--- config.mk ---
export PLATFORM = sky130hd
export DESIGN_NAME = lsu_steer
export DESIGN_NICKNAME = d
export VERILOG_FILES = /design/src/rtl/lsu_steer_pkg.sv /design/src/rtl/lsu_steer_dec.sv /design/src/rtl/lsu_steer_agen.sv /design/src/rtl/lsu_steer_lanes.sv /design/src/rtl/lsu_steer.sv
export SDC_FILE = /design/constraint.sdc
export NUM_CORES = 1
export LEC_CHECK = 0
export ABC_AREA = 1
export BUFFER_PORTS_ARGS = -buffer_cell sky130_fd_sc_hd__buf_2
export CAP_MARGIN = 25
export CELL_PAD_IN_SITES_DETAIL_PLACEMENT = 1
export CELL_PAD_IN_SITES_GLOBAL_PLACEMENT = 1
export CORE_MARGIN = 2
export CORE_UTILIZATION = 30
export CTS_BUF_LIST = sky130_fd_sc_hd__clkbuf_16
export DETAILED_ROUTE_END_ITERATION = 10
export PLACE_DENSITY_LB_ADDON = 0.1
export SYNTH_ARGS = -nofsm -noshare
export SYNTH_HDL_FRONTEND = slang
export SYNTH_SLANG_ARGS = --single-unit
--- constraint.sdc ---
create_clock -name clk -period 7.5 [get_ports clk]
set_input_delay 1.5 -clock clk [delete_from_list [all_inputs] [get_ports clk]]
set_output_delay 1.5 -clock clk [all_outputs]
set_load 0.02 [all_outputs]
--- src/rtl/lsu_steer_pkg.sv ---
package lsu_steer_pkg;

   typedef enum logic [1:0] {
      SZ_BYTE = 2'd0,
      SZ_HALF = 2'd1,
      SZ_WORD = 2'd2,
      SZ_NONE = 2'd3
   } size_e;

   localparam logic [10:0] FN_PLAIN = 11'h000;
   localparam logic [10:0] FN_SWAP  = 11'h200;
   localparam logic [10:0] FN_WIDE  = 11'h080;
   localparam logic [10:0] FN_EXCL  = 11'h400;

   typedef struct packed {
      logic  mem;
      logic  store;
      logic  imm;
      logic  swap;
      logic  wide;
      logic  excl;
      logic  bad;
      size_e size;
   } dec_t;

endpackage

--- src/rtl/lsu_steer_dec.sv ---
module lsu_steer_dec
   import lsu_steer_pkg::*;
#(
   parameter bit SWAP_EN = 1'b1,
   parameter bit WIDE_EN = 1'b1
) (
   input  logic [5:0]  op_i,
   input  logic [10:0] fn_i,
   output dec_t        dec_o
);

   always_comb begin
      dec_o = '0;
      if (op_i[5:4] == 2'b11 && op_i[1:0] != 2'b11) begin
         dec_o.mem   = 1'b1;
         dec_o.store = op_i[2];
         dec_o.imm   = op_i[3];
         dec_o.size  = size_e'(op_i[1:0]);
         if (!op_i[3]) begin
            case (fn_i)
               FN_PLAIN: dec_o.bad = 1'b0;
               FN_SWAP: begin
                  if (SWAP_EN) dec_o.swap = 1'b1;
                  else         dec_o.bad  = 1'b1;
               end
               FN_WIDE: begin
                  if (WIDE_EN) dec_o.wide = 1'b1;
                  else         dec_o.bad  = 1'b1;
               end
               FN_EXCL: begin
                  if (op_i[2] && op_i[1:0] == 2'b10) dec_o.excl = 1'b1;
                  else                               dec_o.bad  = 1'b1;
               end
               default: dec_o.bad = 1'b1;
            endcase
         end
      end
   end

endmodule

--- src/rtl/lsu_steer_agen.sv ---
module lsu_steer_agen #(
   parameter int DATA_W  = 32,
   parameter bit WIDE_EN = 1'b1,
   parameter int ADDR_W  = 64,
   parameter int LB      = 2
) (
   input  logic [DATA_W-1:0] ra_i,
   input  logic [DATA_W-1:0] rb_i,
   input  logic [15:0]       imm_i,
   input  logic              use_imm_i,
   input  logic              wide_i,
   output logic [ADDR_W-1:0] addr_o,
   output logic [LB-1:0]     low_o
);

   logic [DATA_W-1:0] offs;
   logic [DATA_W-1:0] sum;

   assign offs = use_imm_i ? {{(DATA_W-16){imm_i[15]}}, imm_i} : rb_i;
   assign sum  = ra_i + offs;

   generate
      if (WIDE_EN) begin : g_wide
         assign addr_o = wide_i ? {ra_i, rb_i} : {{DATA_W{1'b0}}, sum};
         assign low_o  = wide_i ? rb_i[LB-1:0] : sum[LB-1:0];
      end else begin : g_flat
         logic unused_wide;
         assign unused_wide = wide_i;
         assign addr_o      = sum;
         assign low_o       = sum[LB-1:0];
      end
   endgenerate

endmodule

--- src/rtl/lsu_steer_lanes.sv ---
module lsu_steer_lanes
   import lsu_steer_pkg::*;
#(
   parameter int DATA_W = 32,
   localparam int NL    = DATA_W / 8,
   localparam int LB    = $clog2(NL)
) (
   input  size_e             size_i,
   input  logic              swap_i,
   input  logic [LB-1:0]     low_i,
   input  logic [DATA_W-1:0] st_i,
   input  logic [DATA_W-1:0] rdata_i,
   output logic [NL-1:0]     be_o,
   output logic [DATA_W-1:0] wdata_o,
   output logic [DATA_W-1:0] ld_o
);

   logic [LB-1:0] mask;
   logic [LB-1:0] base;

   always_comb begin
      case (size_i)
         SZ_BYTE: mask = '0;
         SZ_HALF: mask = LB'(1);
         default: mask = '1;
      endcase
   end

   assign base = low_i & ~mask;

   // store side: lane gi holds memory byte gi of the word
   generate
      for (genvar gi = 0; gi < NL; gi++) begin : g_lane
         logic [LB-1:0] k;
         logic [LB-1:0] j;
         logic          hit;
         logic [7:0]    lane_w;
         always_comb begin
            hit    = ((LB'(gi) & ~mask) == base);
            k      = LB'(gi) - base;
            j      = swap_i ? k : (mask - k);
            lane_w = hit ? st_i[8*int'(j) +: 8] : 8'h00;
         end
         assign wdata_o[8*(NL-1-gi) +: 8] = lane_w;
         assign be_o[NL-1-gi]             = hit;
      end

      // load side: result byte gj, counted from the LSB
      for (genvar gj = 0; gj < NL; gj++) begin : g_res
         logic [LB-1:0] kk;
         logic [LB-1:0] ln;
         logic          in_unit;
         logic [7:0]    res_b;
         always_comb begin
            in_unit = (LB'(gj) <= mask);
            kk      = swap_i ? LB'(gj) : (mask - LB'(gj));
            ln      = base + kk;
            res_b   = in_unit ? rdata_i[8*(NL-1-int'(ln)) +: 8] : 8'h00;
         end
         assign ld_o[8*gj +: 8] = res_b;
      end
   endgenerate

endmodule

--- src/rtl/lsu_steer.sv ---
module lsu_steer
   import lsu_steer_pkg::*;
#(
   parameter int  DATA_W  = 32,
   parameter bit  SWAP_EN = 1'b1,
   parameter bit  WIDE_EN = 1'b1,
   localparam int NL      = DATA_W / 8,
   localparam int LB      = $clog2(NL),
   localparam int ADDR_W  = WIDE_EN ? 2 * DATA_W : DATA_W
) (
   input  logic              clk,
   input  logic              rst_n,
   input  logic              valid_i,
   input  logic [31:0]       instr_i,
   input  logic [DATA_W-1:0] ra_i,
   input  logic [DATA_W-1:0] rb_i,
   input  logic [DATA_W-1:0] rd_i,
   input  logic [DATA_W-1:0] rdata_i,
   input  logic              resv_set_i,
   output logic              req_o,
   output logic              we_o,
   output logic [ADDR_W-1:0] addr_o,
   output logic [1:0]        size_o,
   output logic [NL-1:0]     be_o,
   output logic [DATA_W-1:0] wdata_o,
   output logic              illegal_o,
   output logic              wb_en_o,
   output logic [4:0]        wb_idx_o,
   output logic [DATA_W-1:0] wb_data_o,
   output logic              resv_o
);

   generate
      if (DATA_W != 32) begin : g_bad_width
         $error("lsu_steer: DATA_W must be 32, the encoding only sizes up to a word");
      end
   endgenerate

   dec_t            dec;
   logic [LB-1:0]   low;
   logic [NL-1:0]   be_raw;
   logic            legal;
   logic            go;
   logic            resv_q;
   logic            unused_ra_idx;

   assign unused_ra_idx = ^instr_i[20:16];

   lsu_steer_dec #(
      .SWAP_EN (SWAP_EN),
      .WIDE_EN (WIDE_EN)
   ) u_dec (
      .op_i  (instr_i[31:26]),
      .fn_i  (instr_i[10:0]),
      .dec_o (dec)
   );

   lsu_steer_agen #(
      .DATA_W  (DATA_W),
      .WIDE_EN (WIDE_EN),
      .ADDR_W  (ADDR_W),
      .LB      (LB)
   ) u_agen (
      .ra_i      (ra_i),
      .rb_i      (rb_i),
      .imm_i     (instr_i[15:0]),
      .use_imm_i (dec.imm),
      .wide_i    (dec.wide),
      .addr_o    (addr_o),
      .low_o     (low)
   );

   lsu_steer_lanes #(
      .DATA_W (DATA_W)
   ) u_lanes (
      .size_i  (dec.size),
      .swap_i  (dec.swap),
      .low_i   (low),
      .st_i    (rd_i),
      .rdata_i (rdata_i),
      .be_o    (be_raw),
      .wdata_o (wdata_o),
      .ld_o    (wb_data_o)
   );

   assign legal     = valid_i & dec.mem & ~dec.bad;
   assign go        = legal & (~dec.excl | resv_q);
   assign req_o     = go;
   assign we_o      = go & dec.store;
   assign be_o      = go ? be_raw : '0;
   assign size_o    = dec.size;
   assign illegal_o = valid_i & dec.mem & dec.bad;
   assign wb_en_o   = legal & ~dec.store;
   assign wb_idx_o  = instr_i[25:21];
   assign resv_o    = resv_q;

   always_ff @(posedge clk or negedge rst_n) begin
      if (!rst_n)                 resv_q <= 1'b0;
      else if (legal && dec.excl) resv_q <= 1'b0;
      else if (resv_set_i)        resv_q <= 1'b1;
   end

endmodule

# Yosys cells after proc, flatten, opt, wreduce, memory -nomap -nowiden

Cells that the tools add are included.

Add/subtract/negate cells: 20
$lt $le $gt $ge: 4
Equality and inequality tests: 10
Shift operators: 8
Muxes and demuxes: 31
Bitwise gates (word level): 12
Reduce and logical (&&, ||, !) cells: 8

Operators by type and width:

| cell                                               | count |
|---|---|
| indexed part select 32 x 32 -> 8 bit               | 4 |
| indexed part select 32 x 6 -> 8 bit                | 4 |
| two-way mux 64 bit                                 | 1 |
| two-way mux 8 bit                                  | 8 |
| adder 32 bit                                       | 1 |
| two-way mux 32 bit                                 | 1 |
| two-way mux 2 bit                                  | 9 |
| subtractor 2 x 2 -> 3 bit, first input constant    | 4 |
| == test 11 x 10 -> 1 bit, second input constant    | 1 |
| == test 11 bit, second input constant              | 1 |
| == test 11 x 8 -> 1 bit, second input constant     | 1 |
| zero test 11 bit                                   | 1 |
| two-way mux 9 bit                                  | 1 |
| adder 2 bit                                        | 4 |
| two-way mux 4 bit                                  | 2 |
| subtractor 2 bit                                   | 4 |
| two-way mux 1 bit                                  | 7 |
| bitwise AND 1 bit                                  | 6 |
| == test 2 bit                                      | 2 |
| == test 2 bit, second input constant               | 2 |
| <= comparator 1 x 2 -> 1 bit, first input constant | 2 |
| <= comparator 2 bit, first input constant          | 2 |
| zero test 2 bit                                    | 2 |
| one-hot mux 2 bit (2 select lines)                 | 1 |
| other kinds (15)                                   | 22 |

Register bits: 1
Input bits: 164
Output and inout bits: 144
Logic and storage cells: 94

# Logic depth before layout (Yosys ltp)

Word-level depth: 15
Mapped depth: 20
Gate-level depth less buffers: 18

# Cells and area by module

From an unflattened synthesis, not the netlist that was laid out.

Cell total of the unflattened synthesis: 1450
Area total of the unflattened synthesis: 6442.4 sq um

Modules (own cells, without submodules):

| module          | times used | cells an instance | area each (sq um) | seq. area each (sq um) |
|---|---|---|---|---|
| lsu_steer_agen  | 1          | 726               | 3352.0            | 0.0 |
| lsu_steer_lanes | 1          | 658               | 2740.1            | 0.0 |
| lsu_steer_dec   | 1          | 37                | 187.7             | 0.0 |
| lsu_steer       | 1          | 29                | 162.7             | 25.0 |

# Least setup slack after synthesis

OpenSTA, ideal clock, no wires.

Path kind: input to output
From: input instr_i[27]
To: output wb_data_o[7]
Arrival: 4.634 ns
Required time: 6.000 ns
Path slack: 1.366 ns
Cell stages on the path: 16
Buffers on the path: 4
Cell sequence: nand2_1 nand3_4 nor2_1 clkbuf_1 clkbuf_1 o21ai_0 ha_1 inv_1 nand2_2 nand3_2 inv_1 ha_1 clkbuf_1 clkbuf_1 o21ai_0 o21ai_0

Longest elaborated chain between the ends: 11
Elaborated cells on any way between the ends: 17
Those cells by class: add/sub: 3; order compare: 1; eq/ne: 2; shift: 1; mux: 6; bitwise: 2; reduce/logical: 2

Ends and longest elaborated chain:

| what                                                               | RTL line                                    | RTL |
|---|---|---|
| start, declared                                                    | lsu_steer.sv:14                             | `input logic [31:0] instr_i,` |
| != test 2 bit                                                      | lsu_steer_dec.sv:14                         | `if (op_i[5:4] == 2'b11 && op_i[1:0] != 2'b11) begin` |
| logical AND 1 bit                                                  | lsu_steer_dec.sv:14                         |  |
| two-way mux 9 bit *                                                | lsu_steer_dec.sv:14                         |  |
| two-way mux 32 bit (tied with other cells)                         | lsu_steer_agen.sv:19                        | `assign offs = use_imm_i ? {{(DATA_W-16){imm_i[15]}}, imm_i} : rb_i;` |
| adder 32 bit or one-hot mux 2 bit (2 select lines) (tied branches) | lsu_steer_agen.sv:20, lsu_steer_lanes.sv:22 |  |
| two-way mux 2 bit or inverter 2 bit (tied branches)                | n/a                                         |  |
| bitwise AND 2 bit                                                  | lsu_steer_lanes.sv:29                       | `assign base = low_i & ~mask;` |
| adder 2 bit                                                        | lsu_steer_lanes.sv:57                       | `ln = base + kk;` |
| subtractor 2 x 2 -> 3 bit                                          | lsu_steer_lanes.sv:58                       | `res_b = in_unit ? rdata_i[8*(NL-1-int'(ln)) +: 8] : 8'h00;` |
| indexed part select 32 x 32 -> 8 bit                               | lsu_steer_lanes.sv:58                       |  |
| two-way mux 8 bit *                                                | lsu_steer_lanes.sv:58                       |  |
| end, declared                                                      | lsu_steer.sv:29                             | `output logic [DATA_W-1:0] wb_data_o,` |

Every way passes the cells marked *; elsewhere a longest branch is shown, timed or not.

# Final worst setup path

From: input instr_i[26]
To: output wb_data_o[21]

Longest elaborated chain between the ends: 11
Elaborated cells on any way between the ends: 18
Those cells by class: add/sub: 4; order compare: 1; eq/ne: 2; shift: 1; mux: 6; bitwise: 2; reduce/logical: 2

Ends and longest elaborated chain:

| what                                                               | RTL line                                     | RTL |
|---|---|---|
| != test 2 bit                                                      | lsu_steer_dec.sv:14                          |  |
| logical AND 1 bit                                                  | lsu_steer_dec.sv:14                          |  |
| two-way mux 9 bit *                                                | lsu_steer_dec.sv:14                          |  |
| two-way mux 32 bit (tied with other cells)                         | lsu_steer_agen.sv:19                         |  |
| adder 32 bit or one-hot mux 2 bit (2 select lines) (tied branches) | lsu_steer_agen.sv:20, lsu_steer_lanes.sv:22  |  |
| two-way mux 2 bit (tied with other cells)                          | lsu_steer_agen.sv:25                         | `assign low_o = wide_i ? rb_i[LB-1:0] : sum[LB-1:0];` |
| bitwise AND 2 bit or two-way mux 2 bit (tied branches)             | lsu_steer_lanes.sv:29, lsu_steer_lanes.sv:56 |  |
| adder 2 bit                                                        | lsu_steer_lanes.sv:57                        |  |
| subtractor 2 x 2 -> 3 bit                                          | lsu_steer_lanes.sv:58                        |  |
| indexed part select 32 x 32 -> 8 bit                               | lsu_steer_lanes.sv:58                        |  |
| two-way mux 8 bit *                                                | lsu_steer_lanes.sv:58                        |  |

Marked as above.

==> out/metrics.yaml <==
outcome: "finished clean"
fin_crit_ns: 6.39
grt_max_degree: 102
yosys-mux-area-fraction: 0.0140
clk_pin_slew_worst_paths_ns: 0
synthesis.yosys.warnings: 0
insertion_delay_ns: 0
rrSetupSlack_ns: 6.85
initial_core_util: 0.304
dp_slack_ns: 0.852
crit_fanout: 25
setup_violations: 0
dieArea_um2: 19900
drc: 0
io_buffers: 292
whs_path_depth: 2
ant_nets: 0
timing.rr.start: "resv_o$_DFFE_PN0P_"
avgSynthCellArea_um2: 4.74
min-delay-start: "resv_o$_DFFE_PN0P_"
skew_ns: 0
cap_violations: 0
utilization: 0.389
rows: 50
final_hold_viol_count: 0
synthArstFlopShare: 1.00
grt_antenna_before_repair: 0
grt.busiest_layer: "met2"
fin_tns_setup_ns: 0
synth_ff_type: "dfrtp_1"
rsz0062_at_grt: "no"
grt_usage: 0.238
netlist_area_um2: 5650
vias: 8290
max_slew_margin: 0.337
syn_inst: 1193
min_period_over_period: 0.852
ys_types: 41
synth-simple-area-share: 0.540
yosysMostFrequentCell: "nand2_1"
synth_nets: 1394
synth_top_cell_area_share: 0.250
place.gp.congestion: 0.947
die_width_um: 141
cts_repair_resize_count: 0
arrival_ns: 4.89
totalWireLength_mm: 25.1
end_kind: "output pin"
synth-seq-area-share: 0.00443
synth_top_family_by_area: "simple AND/OR/NAND/NOR gates"
syn2layout_area_growth_pct: 27.9
yosysTopAreaCell: "nand2_1"
fillers: 2879
avgViaCountPerCell: 4.93
critPathRequiredTime_ns: 6.00
hp-class: "reg2reg"
yosys-top-cells-area: "nand2_1, nor2_1, inv_1"
synth_common_cells: "nand2_1, nor2_1, inv_1"
maxSlewViolCount: 0
path_class: "in2out"
synth-compound-area-share: 0.185
first_iter_violations: 307
reg2reg_to: "resv_o$_DFFE_PN0P_"
post_cts_buffers: 0
hold_buffers: 0
layout.nets: 1648
worst_slack_ns: 1.11
grt_util_met1: 0.336
largest_reg_flops: 1
hold_end: "resv_o$_DFFE_PN0P_"
r2r_cells: 2
start_kind: "primary input"
drive_above_1_share: 0.233
gr-usage-met3: 0.0214
synth_edf_count: 0
ys_ff_latch: 1
timing.fmax_mhz: 157
grt_pass1_wl_mm: 39.4
grtUsageMet2: 0.411
tightest_slew_ns: 0.991
synth_fa_ha_area_frac: 0.0833
core_area_um2: 18600
wl_per_cell_um: 15.0
synthXorXnorAreaFrac: 0.0124
drtPass1Iterations: 5
pin_count: 308
grt_pass1_vias: 7844
hpwl_mm: 21.3
grt_overflow: 0
die_y_um: 141
-- worst max-delay path, stage by stage --
cell,delay [ns]
buf_2,0.12
nand2_1,0.10
nand3_4,0.15
nor2_2,0.24
nand2_1,0.08
o21ai_0,0.08
ha_1,0.26
inv_1,0.07
nand2_2,0.06
nand3_2,0.37
inv_1,0.18
ha_1,0.82
mux2_2,0.44
o21ai_0,0.16
nor2_1,0.07
buf_2,0.18
-- per-layer routing --
| metal | vias up | wire length [µm] |
|---|---|---|
| li1 | 4275 | - |
| met1 | 3771 | 12000 |
| met2 | 230 | 11300 |
| met3 | 14 | 1580 |
| met4 | 0 | 235 |
| met5 | - | 0 |
-- worst max-delay path by stage --
stage	cells after the start	slack [ns]	from	to
after detailed placement	17	0.85	instr_i[26]	wdata_o[30]
after global placement	17	0.92	instr_i[26]	wdata_o[13]
after floorplan	16	1.37	instr_i[27]	wb_data_o[7]
final	16	1.11	instr_i[26]	wb_data_o[21]
after CTS	17	0.82	instr_i[26]	wdata_o[30]
after global routing	16	0.74	instr_i[26]	wb_data_o[21]
-- cells by family after synthesis --
logic type	Yosys count
buffers and inverters	219
flip-flops	1
XOR/XNOR	8
multiplexers	7
AND/OR/NAND/NOR	717
AO/OA/AOI/OAI	204
adder cells (fa/ha/maj)	37
-- through the flow --
step	instance area (µm²)	hold WS (ns)	instances
2_1_floorplan	5650	0.645	1193
3_3_place_gp	7180	0.538	1677
3_5_place_dp	7190	0.559	1678
4_1_cts	7190	0.545	1678
5_1_grt	7220	0.603	1679
6_report	7220	0.538	1680
-- cell usage in the layout (no fill, tap or decap), drive strengths merged, types with 2 or more instances in the layout --
master,count
nand4,16
a31oi,2
o21a,4
buf,297
nor3,11
mux2,7
xor2,3
ha,36
nand3,83
inv,172
or2,4
a21oi,54
nand3b,8
xnor2,5
nand2,383
clkinv,2
o21ai,140
o21bai,2
nor2,209
-- layout make-up --
class / instances / area, µm² / area share
Timing Repair Buffer: 297 / 1530 / 0.211
Sequential cell: 1 / 25.0 / 0.00346
Tap cell: 234 / 293 / 0.0405
Antenna cell: 1 / 2.50 / 0.000346
Inverter: 174 / 656 / 0.0908
Multi-Input combinational cell: 973 / 4720 / 0.654
